## config.mk

```make
export PLATFORM = sky130hd
export DESIGN_NAME = pll_ratio_finder
export DESIGN_NICKNAME = d
export VERILOG_FILES = /design/src/rtl/pll_ratio_pkg.sv /design/src/rtl/pll_seq_mul.sv /design/src/rtl/pll_seq_div.sv /design/src/rtl/pll_ratio_finder.sv
export SDC_FILE = /design/constraint.sdc
export NUM_CORES = 2
export LEC_CHECK = 0
export BUFFER_PORTS_ARGS = -buffer_cell sky130_fd_sc_hd__buf_2
export CAP_MARGIN = 20
export CELL_PAD_IN_SITES_DETAIL_PLACEMENT = 1
export CELL_PAD_IN_SITES_GLOBAL_PLACEMENT = 1
export CORE_MARGIN = 3
export CORE_UTILIZATION = 53
export DETAILED_ROUTE_END_ITERATION = 16
export GPL_ROUTABILITY_DRIVEN = 0
export GPL_TIMING_DRIVEN = 0
export HOLD_SLACK_MARGIN = 0.12
export PLACE_DENSITY = 0.88
export REMOVE_ABC_BUFFERS = 1
export SYNTH_ARGS = -nofsm -noshare
export SYNTH_HDL_FRONTEND = slang
export SYNTH_HIERARCHICAL = 1
export SYNTH_SLANG_ARGS = --single-unit
```

## constraint.sdc

```tcl
create_clock -name clk -period 18.25 [get_ports clk]
set_input_delay 0.9125 -clock clk [delete_from_list [all_inputs] [get_ports clk]]
set_output_delay 0.9125 -clock clk [all_outputs]
set_load 0.02 [all_outputs]
```

## src/rtl/pll_ratio_pkg.sv

```systemverilog
package pll_ratio_pkg;

    // sweep controller states
    typedef enum logic [2:0] {
        S_IDLE,
        S_LO,
        S_HI,
        S_MUL_FB,
        S_DIV_FB,
        S_MUL_VCO,
        S_DIV_VCO
    } srch_state_e;

endpackage

```

## src/rtl/pll_seq_mul.sv

```systemverilog
module pll_seq_mul #(
    parameter int unsigned A_W = 64,
    parameter int unsigned B_W = 10
) (
    input  logic           clk,
    input  logic           rst_n,
    input  logic           start_i,
    input  logic [A_W-1:0] a_i,
    input  logic [B_W-1:0] b_i,
    output logic           done_o,
    output logic [A_W-1:0] prod_o
);

    localparam int unsigned CNT_W = $clog2(B_W + 1);

    typedef struct packed {
        logic [A_W-1:0]   acc;
        logic [A_W-1:0]   mcand;
        logic [B_W-1:0]   mplier;
        logic [CNT_W-1:0] cnt;
        logic             run;
        logic             done;
    } mul_ctx_t;

    mul_ctx_t q, d;

    always_comb begin
        d      = q;
        d.done = 1'b0;
        if (start_i) begin
            d.acc    = '0;
            d.mcand  = a_i;
            d.mplier = b_i;
            d.cnt    = CNT_W'(B_W);
            d.run    = 1'b1;
        end else if (q.run) begin
            if (q.mplier[0]) begin
                d.acc = q.acc + q.mcand;
            end
            d.mcand  = q.mcand << 1;
            d.mplier = q.mplier >> 1;
            d.cnt    = q.cnt - CNT_W'(1);
            if (q.cnt == CNT_W'(1)) begin
                d.run  = 1'b0;
                d.done = 1'b1;
            end
        end
    end

    always_ff @(posedge clk or negedge rst_n) begin
        if (!rst_n) begin
            q <= '0;
        end else begin
            q <= d;
        end
    end

    assign done_o = q.done;
    assign prod_o = q.acc;

endmodule

```

## src/rtl/pll_seq_div.sv

```systemverilog
module pll_seq_div #(
    parameter int unsigned N_W = 64,
    parameter int unsigned D_W = 32
) (
    input  logic           clk,
    input  logic           rst_n,
    input  logic           start_i,
    input  logic [N_W-1:0] num_i,
    input  logic [D_W-1:0] den_i,
    output logic           done_o,
    output logic [N_W-1:0] quot_o
);

    localparam int unsigned CNT_W = $clog2(N_W + 1);

    typedef struct packed {
        logic [N_W-1:0]   quo;
        logic [D_W:0]     rem;
        logic [D_W-1:0]   den;
        logic [CNT_W-1:0] cnt;
        logic             run;
        logic             done;
    } div_ctx_t;

    div_ctx_t q, d;
    logic [D_W:0] shifted;
    logic         qbit;

    always_comb begin
        d       = q;
        d.done  = 1'b0;
        shifted = {q.rem[D_W-1:0], q.quo[N_W-1]};
        qbit    = 1'b0;
        if (start_i) begin
            d.quo = num_i;
            d.rem = '0;
            d.den = den_i;
            d.cnt = CNT_W'(N_W);
            d.run = 1'b1;
        end else if (q.run) begin
            if (shifted >= {1'b0, q.den}) begin
                d.rem = shifted - {1'b0, q.den};
                qbit  = 1'b1;
            end else begin
                d.rem = shifted;
            end
            d.quo = {q.quo[N_W-2:0], qbit};
            d.cnt = q.cnt - CNT_W'(1);
            if (q.cnt == CNT_W'(1)) begin
                d.run  = 1'b0;
                d.done = 1'b1;
            end
        end
    end

    always_ff @(posedge clk or negedge rst_n) begin
        if (!rst_n) begin
            q <= '0;
        end else begin
            q <= d;
        end
    end

    assign done_o = q.done;
    assign quot_o = q.quo;

endmodule

```

## src/rtl/pll_ratio_finder.sv

```systemverilog
module pll_ratio_finder #(
    parameter int unsigned FREQ_W     = 32,
    parameter int unsigned PROD_W     = 64,
    parameter int unsigned PREDIV_W   = 10,
    parameter int unsigned FBDIV_W    = 9,
    parameter int unsigned CMP_MIN_HZ = 5_000_000,
    parameter int unsigned CMP_MAX_HZ = 40_000_000,
    parameter int unsigned FB_LO      = 12,
    parameter int unsigned FB_HI      = 511,
    parameter int unsigned FB_GAP     = 15
) (
    input  logic                clk,
    input  logic                rst_n,
    input  logic                start_i,
    input  logic [FREQ_W-1:0]   fref_i,
    input  logic [FREQ_W-1:0]   rate_i,
    output logic                busy_o,
    output logic                done_o,
    output logic                found_o,
    output logic [PREDIV_W-1:0] prediv_o,
    output logic [FBDIV_W-1:0]  fbdiv_o,
    output logic [FREQ_W-1:0]   rate_o
);

    import pll_ratio_pkg::*;

    localparam int unsigned OPB_W = (PREDIV_W > FBDIV_W) ? PREDIV_W : FBDIV_W;
    localparam logic [PROD_W-1:0] PRE_CAP = PROD_W'((64'd1 << PREDIV_W) - 64'd1);

    typedef struct packed {
        srch_state_e          st;
        logic [PROD_W-1:0]    target;
        logic [FREQ_W-1:0]    fref;
        logic [PREDIV_W-1:0]  pre;
        logic [PREDIV_W-1:0]  pre_max;
        logic [FBDIV_W-1:0]   fb_cur;
        logic [PROD_W-1:0]    best_err;
        logic [PROD_W-1:0]    best_vco;
        logic [PREDIV_W-1:0]  best_pre;
        logic [FBDIV_W-1:0]   best_fb;
        logic                 any;
        logic                 mul_go;
        logic [PROD_W-1:0]    mul_a;
        logic [OPB_W-1:0]     mul_b;
        logic                 div_go;
        logic [PROD_W-1:0]    div_n;
        logic [FREQ_W-1:0]    div_d;
        logic                 done;
        logic                 found;
        logic [PREDIV_W-1:0]  pre_o;
        logic [FBDIV_W-1:0]   fb_o;
        logic [FREQ_W-1:0]    rate_o;
    } ctx_t;

    ctx_t q, d;

    logic              mul_done, div_done;
    logic [PROD_W-1:0] mul_prod, div_quot;
    logic [PROD_W-1:0] err_now;

    pll_seq_mul #(
        .A_W (PROD_W),
        .B_W (OPB_W)
    ) u_mul (
        .clk     (clk),
        .rst_n   (rst_n),
        .start_i (q.mul_go),
        .a_i     (q.mul_a),
        .b_i     (q.mul_b),
        .done_o  (mul_done),
        .prod_o  (mul_prod)
    );

    pll_seq_div #(
        .N_W (PROD_W),
        .D_W (FREQ_W)
    ) u_div (
        .clk     (clk),
        .rst_n   (rst_n),
        .start_i (q.div_go),
        .num_i   (q.div_n),
        .den_i   (q.div_d),
        .done_o  (div_done),
        .quot_o  (div_quot)
    );

    // clamp a quotient into the pre-divider range
    function automatic logic [PREDIV_W-1:0] clamp_pre(input logic [PROD_W-1:0] v);
        return (v > PRE_CAP) ? PRE_CAP[PREDIV_W-1:0] : v[PREDIV_W-1:0];
    endfunction

    function automatic logic fb_legal(input logic [PROD_W-1:0] v);
        return (v >= PROD_W'(FB_LO)) && (v <= PROD_W'(FB_HI)) && (v != PROD_W'(FB_GAP));
    endfunction

    // publish the outcome of the sweep
    function automatic ctx_t wrap_up(input ctx_t c);
        ctx_t r;
        r       = c;
        r.done  = 1'b1;
        r.st    = S_IDLE;
        r.found = c.any;
        if (c.any) begin
            r.pre_o  = c.best_pre;
            r.fb_o   = c.best_fb;
            r.rate_o = FREQ_W'(c.best_vco >> 1);
        end else begin
            r.rate_o = '0;
        end
        return r;
    endfunction

    // step to the next pre-divider or finish
    function automatic ctx_t move_on(input ctx_t c);
        ctx_t r;
        r = c;
        if (c.pre == c.pre_max) begin
            r = wrap_up(c);
        end else begin
            r.pre    = c.pre + PREDIV_W'(1);
            r.mul_go = 1'b1;
            r.mul_a  = c.target;
            r.mul_b  = OPB_W'(c.pre + PREDIV_W'(1));
            r.st     = S_MUL_FB;
        end
        return r;
    endfunction

    always_comb begin
        logic [PREDIV_W-1:0] lo_v;
        logic [PREDIV_W-1:0] hi_v;
        d        = q;
        d.done   = 1'b0;
        d.mul_go = 1'b0;
        d.div_go = 1'b0;
        err_now  = (q.target >= div_quot) ? (q.target - div_quot) : (div_quot - q.target);
        lo_v     = clamp_pre(div_quot);
        hi_v     = clamp_pre(div_quot);
        unique case (q.st)
            S_IDLE: begin
                if (start_i) begin
                    d.fref     = fref_i;
                    d.target   = PROD_W'(rate_i) << 1;
                    d.any      = 1'b0;
                    d.best_err = '1;
                    d.div_go   = 1'b1;
                    d.div_n    = PROD_W'(fref_i) + PROD_W'(CMP_MAX_HZ - 1);
                    d.div_d    = FREQ_W'(CMP_MAX_HZ);
                    d.st       = S_LO;
                end
            end
            S_LO: begin
                if (div_done) begin
                    d.pre    = (lo_v == '0) ? PREDIV_W'(1) : lo_v;
                    d.div_go = 1'b1;
                    d.div_n  = PROD_W'(q.fref);
                    d.div_d  = FREQ_W'(CMP_MIN_HZ);
                    d.st     = S_HI;
                end
            end
            S_HI: begin
                if (div_done) begin
                    d.pre_max = hi_v;
                    if (q.pre > hi_v) begin
                        d = wrap_up(d);
                    end else begin
                        d.mul_go = 1'b1;
                        d.mul_a  = q.target;
                        d.mul_b  = OPB_W'(q.pre);
                        d.st     = S_MUL_FB;
                    end
                end
            end
            S_MUL_FB: begin
                if (mul_done) begin
                    d.div_go = 1'b1;
                    d.div_n  = mul_prod;
                    d.div_d  = q.fref;
                    d.st     = S_DIV_FB;
                end
            end
            S_DIV_FB: begin
                if (div_done) begin
                    if (fb_legal(div_quot)) begin
                        d.fb_cur = div_quot[FBDIV_W-1:0];
                        d.mul_go = 1'b1;
                        d.mul_a  = PROD_W'(q.fref);
                        d.mul_b  = OPB_W'(div_quot[FBDIV_W-1:0]);
                        d.st     = S_MUL_VCO;
                    end else begin
                        d = move_on(d);
                    end
                end
            end
            S_MUL_VCO: begin
                if (mul_done) begin
                    d.div_go = 1'b1;
                    d.div_n  = mul_prod;
                    d.div_d  = FREQ_W'(q.pre);
                    d.st     = S_DIV_VCO;
                end
            end
            S_DIV_VCO: begin
                if (div_done) begin
                    if (err_now < q.best_err) begin
                        d.best_err = err_now;
                        d.best_vco = div_quot;
                        d.best_pre = q.pre;
                        d.best_fb  = q.fb_cur;
                        d.any      = 1'b1;
                    end
                    d = move_on(d);
                end
            end
            default: d.st = S_IDLE;
        endcase
    end

    always_ff @(posedge clk or negedge rst_n) begin
        if (!rst_n) begin
            q <= '0;
        end else begin
            q <= d;
        end
    end

    assign busy_o   = (q.st != S_IDLE);
    assign done_o   = q.done;
    assign found_o  = q.found;
    assign prediv_o = q.pre_o;
    assign fbdiv_o  = q.fb_o;
    assign rate_o   = q.rate_o;

endmodule

```

# Word level (Yosys, flattened, before mapping)
# Cells that the tools add are included.
# W data, S select, Z words.
# word_totals
register_bits	750
output_inout_bits	54
word_cells	161
# op_classes
addsub	8
order_cmp	7
eq_ne	24
muxes	60
bitwise_logic	3
n_reduce_logical	25
# op_table
operator	n
$mux W501	3
$pmux W97 S7	1
$mux W97	6
$mux W148	3
$pmux W96 S4	1
$pmux W64 S4	1
$mux W75	3
$pmux W75 S3	1
$mux W64	3
$mux W53	3
$pmux W53 S3	1
$pmux W52 S3	1
$mux W150	1
$mux W144	1
$mux W143	1
$sub A64 B64 Y64	2
$mux W99	1
$add A64 B64 Y64	1
$ge A64 B4 Y1 const B	1
$ge A64 B64 Y1	1
$gt A64 B10 Y1 const B	1
$le A64 B9 Y1 const B	1
$lt A64 B64 Y1	1
$mux W32	2
other kinds (43)	86

# Logic depth before layout (Yosys ltp)
# logic_depth
word_depth	10
ltp_mapped	28
mapped_depth_nobuf	23

# Hierarchy
# Netlist, hierarchy kept.
# by_module_without_submodules
module	instances	cells_each	area_each_um2	seq_area_each_um2
pll_ratio_finder	1	2764	25441.9	10935.5
pll_seq_mul	1	1146	10119.7	3603.5
pll_seq_div	1	959	8693.3	3428.3

# Worst setup path after synthesis
# OpenSTA, ideal clock, no wires.
# synth_timing
kind	flip-flop to flip-flop
start	reg u_div.q, in the netlist u_div/quot_o[8]
end	reg q, in the netlist fbdiv_o[0]
t_arrival_ns	6.180
t_required_ns	18.085
path_slack_ns	11.905
stages_incl_launch_ff	25
synth_period_minus_slack_ns	6.345
cell_sequence	dfrtp_1 > buf_4 > ha_1 > clkbuf_1 > nand2_1 > a21oi_1 > o21ai_0 > o311ai_0 > a21oi_1 > o311ai_0 > o21ai_1 > xor2_1 > ha_1 > nand2_1 > o21ai_0 > a221o_1 > a32o_1 > or4_1 > clkbuf_1 > or2_2 > clkbuf_1 > a31oi_1 > o21a_1 > clkbuf_1 > o221ai_1
# synth_between
elab_chain_len	10
word_cells_on_any_way	24
cone_classes	add/sub: 2; order compare: 6; eq/ne: 4; mux: 9; reduce/logical: 3
# synth_lines
item	line_no	text
start: declaration	pll_seq_div.sv:25	div_ctx_t q, d;
start signal: assignment	pll_seq_div.sv:58	q <= '0;
start signal: assignment	pll_seq_div.sv:60	q <= d;
$sub A64 B64 Y64 or $ge A64 B64 Y1 (tied branches)	pll_ratio_finder.sv:136	err_now = (q.target >= div_quot) ? (q.target - div_quot) : (div_quot - q.target);
$mux W64	pll_ratio_finder.sv:136	
$lt A64 B64 Y1	pll_ratio_finder.sv:205	if (err_now < q.best_err) begin
$mux W148	pll_ratio_finder.sv:205	
$mux W148	pll_ratio_finder.sv:204	if (div_done) begin
$mux W148	pll_ratio_finder.sv:139	unique case (q.st)
$mux W19	pll_ratio_finder.sv:103	if (c.any) begin
$mux W53	pll_ratio_finder.sv:117	if (c.pre == c.pre_max) begin
$mux W501	pll_ratio_finder.sv:204	
$pmux W53 S3	pll_ratio_finder.sv:139	
end signal: assignment	pll_ratio_finder.sv:221	q <= '0;
end signal: assignment	pll_ratio_finder.sv:223	q <= d;
end: declaration	pll_ratio_finder.sv:55	ctx_t q, d;
# Several ways; a longest one is shown, not always the timed one. The select of a mux whose other input is x is not followed.
# A chain may end at the register's enable or synchronous reset.

# Worst setup path in the final report
# layout_timing
start	reg u_div.q, in the netlist u_div/quot_o[9]
end	reg q, in the netlist rate_o[25]
# layout_between
elab_chain_len	10
word_cells_on_any_way	23
cone_classes	add/sub: 2; order compare: 6; eq/ne: 3; mux: 9; reduce/logical: 3
# layout_lines
item	line_no
$sub A64 B64 Y64 or $ge A64 B64 Y1 (tied branches)	pll_ratio_finder.sv:136
$mux W64	pll_ratio_finder.sv:136
$lt A64 B64 Y1	pll_ratio_finder.sv:205
$mux W148	pll_ratio_finder.sv:205
$mux W148	pll_ratio_finder.sv:204
$mux W148	pll_ratio_finder.sv:139
$mux W32	pll_ratio_finder.sv:103
$mux W53	pll_ratio_finder.sv:117
$mux W501	pll_ratio_finder.sv:204
$pmux W53 S3	pll_ratio_finder.sv:139
# Several ways; a longest one is shown, not always the timed one. The select of a mux whose other input is x is not followed.

==> results.toml <==
[outcome]
status = "finished, final reports clean"

[yosys]
ys_ff_latch = 718
yosysTopAreaCell = "dfrtp_1"
ys_seq_area_share_pct = 40.6
ys_async_sr_fraction_pct = 100
yosys.area.top_type_share_pct = 40.6
ys_types = 120
syn_area_mm2 = 0.0443
yosys_warnings = 6
synth_enable_flop_cells = 0
synthCells = 4869
synth.avg_cell_area_um2 = 9.09
synth.area.top_cells = "dfrtp_1, ha_1, nand2_1"
dominantRegCellSynth = "dfrtp_1"

[grt]
grt_pass1_vias = 41300
grt_max_degree = 113
track_usage_pct = 36.0
grt_overflow_total = 0
antenna_found_initial = 5
grt_pass1_wl_mm = 245

[route]
routedWlPerCell_um = 27.4
totalWireLength_mm = 159
viasPerCell = 6.81
first_pass_iters = 10
drtIter0Drc = 4244
drc = 0
antenna_left = 0
vias = 39600

[worst_setup_path]
worstSetupStartpoint = "u_div/quot_o[9]$_DFFE_PN0P_"
crit_type = "register to register"
cp_max_fo = 36
r2r_end = "rate_o[25]$_DFFE_PN0P_"
cp.required_ns = 18.84
r2r_start = "u_div/quot_o[9]$_DFFE_PN0P_"
r2r_setup_slack_ns = 8.16
cp.arrival_ns = 10.68
start_kind = "register"
endpoint_kind = "register"
reg2reg_depth = 21

[clock_network]
post-cts-setup-buffers = 0
cts-buffers-inserted = 81
cts_tree = "yes"
clk_latency_ns = 0.66
cts-hold-fix-buffers = 0
ctsLongestPathBuffers = 3
root_buffer = "clkbuf_16"
cts_sinks = 718
clk_pin_slew_ns = 0.06
cts_resized = 0
ctsHtreeMaxLevel = 3

[finish]
area_delta_synth_final_pct = 7.49
seqCellArea_mm2 = 0.0180
multi_input_area_mm2 = 0.0229
nets = 4987
fillers = 9245
drive_above_1_share_pct = 9.67

[timing]
rsz0062_at_grt = "no"
finClkSkew_ns = 0.0284
fmax_ghz = 0.0991
timing.final.crit_share_pct = 55.3
min_period_ns = 10.09
drv_slew = 0
final_hold_viol_count = 0
totalNegativeSetupSlack_ns = 0
hold_ws_ns = 0.196
worstMarginPinSlew_ns = 1.15
setup_violations = 0
slew-limit-headroom_pct = 22.8

[floorplanning]
ios = 121
die_area_mm2 = 0.0870
start_util_pct = 53.7
die_w_um = 295
fp-row-count = 105
die_h_um = 295
core_mm2 = 0.0824

[place]
place_hpwl_mm = 109
numPortBuffers = 120

[run]
drv_cap = 0

[power]
irDropWorstVdd_v = 0.000129
p_leak_uw = 0.0227
power.density_mw_per_mm2 = 184

[min_path]
hp-class = "primary input to asynchronous set/reset pin"
power breakdown:
group          total [uW]  switching [uW]  internal, uW
sequential           2380             503          1880
clock                1710             730           983
combinational        4650            2970          1680
cells in the final DEF (no fill, tap or decap), types with 87 or more instances in the layout:
cell type	Yosys	layout
xnor2_1	105	105
nand2_1	602	601
inv_1	252	252
mux2i_1	190	190
dfrtp_1	718	714
ha_1	239	239
o21ai_0	422	422
a22o_1	87	87
a21o_1	140	140
buf_2	17	120
nor2_1	264	260
a21oi_1	369	368
stage by stage:
stage / utilization, % / cells / total power, uW / setup WS [ns] / cell area (um^2)
floorplan: - / 4410 / 5310 / 6.20 / 41700
global placement: 52.9 / 5600 / 6460 / -0.403 / 43600
detailed placement: 54.4 / 5659 / 6710 / 8.77 / 44800
CTS: 57.7 / 5803 / 8550 / 8.60 / 47500
global route: 57.7 / 5809 / 9170 / 8.15 / 47600
finish: 57.7 / 5812 / 8740 / 8.16 / 47600
Yosys cell counts, types with 19 or more instances:
master and count:
buf_1 24, buf_4 181, mux2_2 43, xor2_1 74
a31oi_1 55, o21ai_0 422, and2_1 41, clkbuf_1 216
dfrtp_1 718, nor3_1 70, o221ai_1 25, a22o_1 87
nor2_1 264, o31ai_1 19, o21bai_1 27, and3_1 25
nor2b_1 24, nand3_1 60, a222oi_1 31, mux2i_1 190
a211oi_1 43, xnor2_1 105, a21oi_1 369, nor4_1 19
nand2b_1 26, a221o_1 50, or3_1 30, o21a_1 21
nand2_1 602, a21o_1 140, nand4_1 54, o21ai_1 20
inv_1 252, ha_1 239
layer usage:
| layer | GRT usage, % | up-vias | wire length, um |
|---|---|---|---|
| li1 | - | 16800 | - |
| met1 | 45.7 | 20000 | 61600 |
| met2 | 58.3 | 2155 | 74000 |
| met3 | 7.59 | 598 | 14500 |
| met4 | 18.4 | 2 | 9170 |
| met5 | 0 | - | 13 |
flip-flops by register name, indices dropped and copies added (netlist names):
name	flops
u_div/done_o	1
u_mul/prod_o	64
found_o	1
u_div/q	72
done_o	1
fbdiv_o	9
q	384
rate_o	32
u_mul/q	79
u_mul/done_o	1
prediv_o	10
u_div/quot_o	64
how the worst max path moves through the flow:
stage                             end  slack, ns
5_1_grt        rate_o[25]$_DFFE_PN0P_       8.15
2_1_floorplan      q[359]$_DFFE_PN0P_       6.20
6_report       rate_o[25]$_DFFE_PN0P_       8.16
3_5_place_dp   rate_o[26]$_DFFE_PN0P_       8.77
4_1_cts        rate_o[25]$_DFFE_PN0P_       8.60
3_3_place_gp       q[364]$_DFFE_PN0P_      -0.40
kinds of logic (layout without fill, tap and decap cells):
kind of cell / Yosys count / after routing / synth area share, %
AOI/OAI and AO/OA: 1481 / 1481 / 21.9
and+or+nand+nor: 1299 / 1299 / 13.6
DFF: 718 / 718 / 40.6
buffers and inverters: 716 / 585 / 8.04
adders and majority gates: 243 / 243 / 6.94
muxes: 233 / 233 / 5.39
xor gates and xnor gates: 179 / 179 / 3.54
other: 0 / 4 / 0
cell type report:
| type | count | area share [%] |
|---|---|---|
| antenna | 4 | 0.0210 |
| clock buffer | 111 | 4.82 |
| clock inverter | 33 | 0.844 |
| inverter | 257 | 2.03 |
| multi-input combinational | 3435 | 48.1 |
| sequential | 718 | 37.8 |
| tap | 1070 | 2.81 |
| timing repair buffer | 184 | 3.60 |
worst max-delay path, stage by stage, from the launching register on:
cell and delay, ns:
dfrtp_1 0.79, ha_1 0.46, a21oi_1 0.31, o211ai_1 0.15
o21ai_0 0.76, a31oi_1 0.37, o31a_2 0.74, nor2_1 0.82
a21oi_1 0.35, o21ai_0 0.37, nand2_1 0.12, ha_1 0.32
nand4_1 0.24, nor4_1 0.81, nand4_1 0.38, o41ai_2 0.93
or2_2 0.61, nor2_1 0.16, nor3b_2 0.68, buf_6 0.25
buf_8 0.18, a21o_1 0.15
No activity file was read; power rests on OpenSTA's default activity.
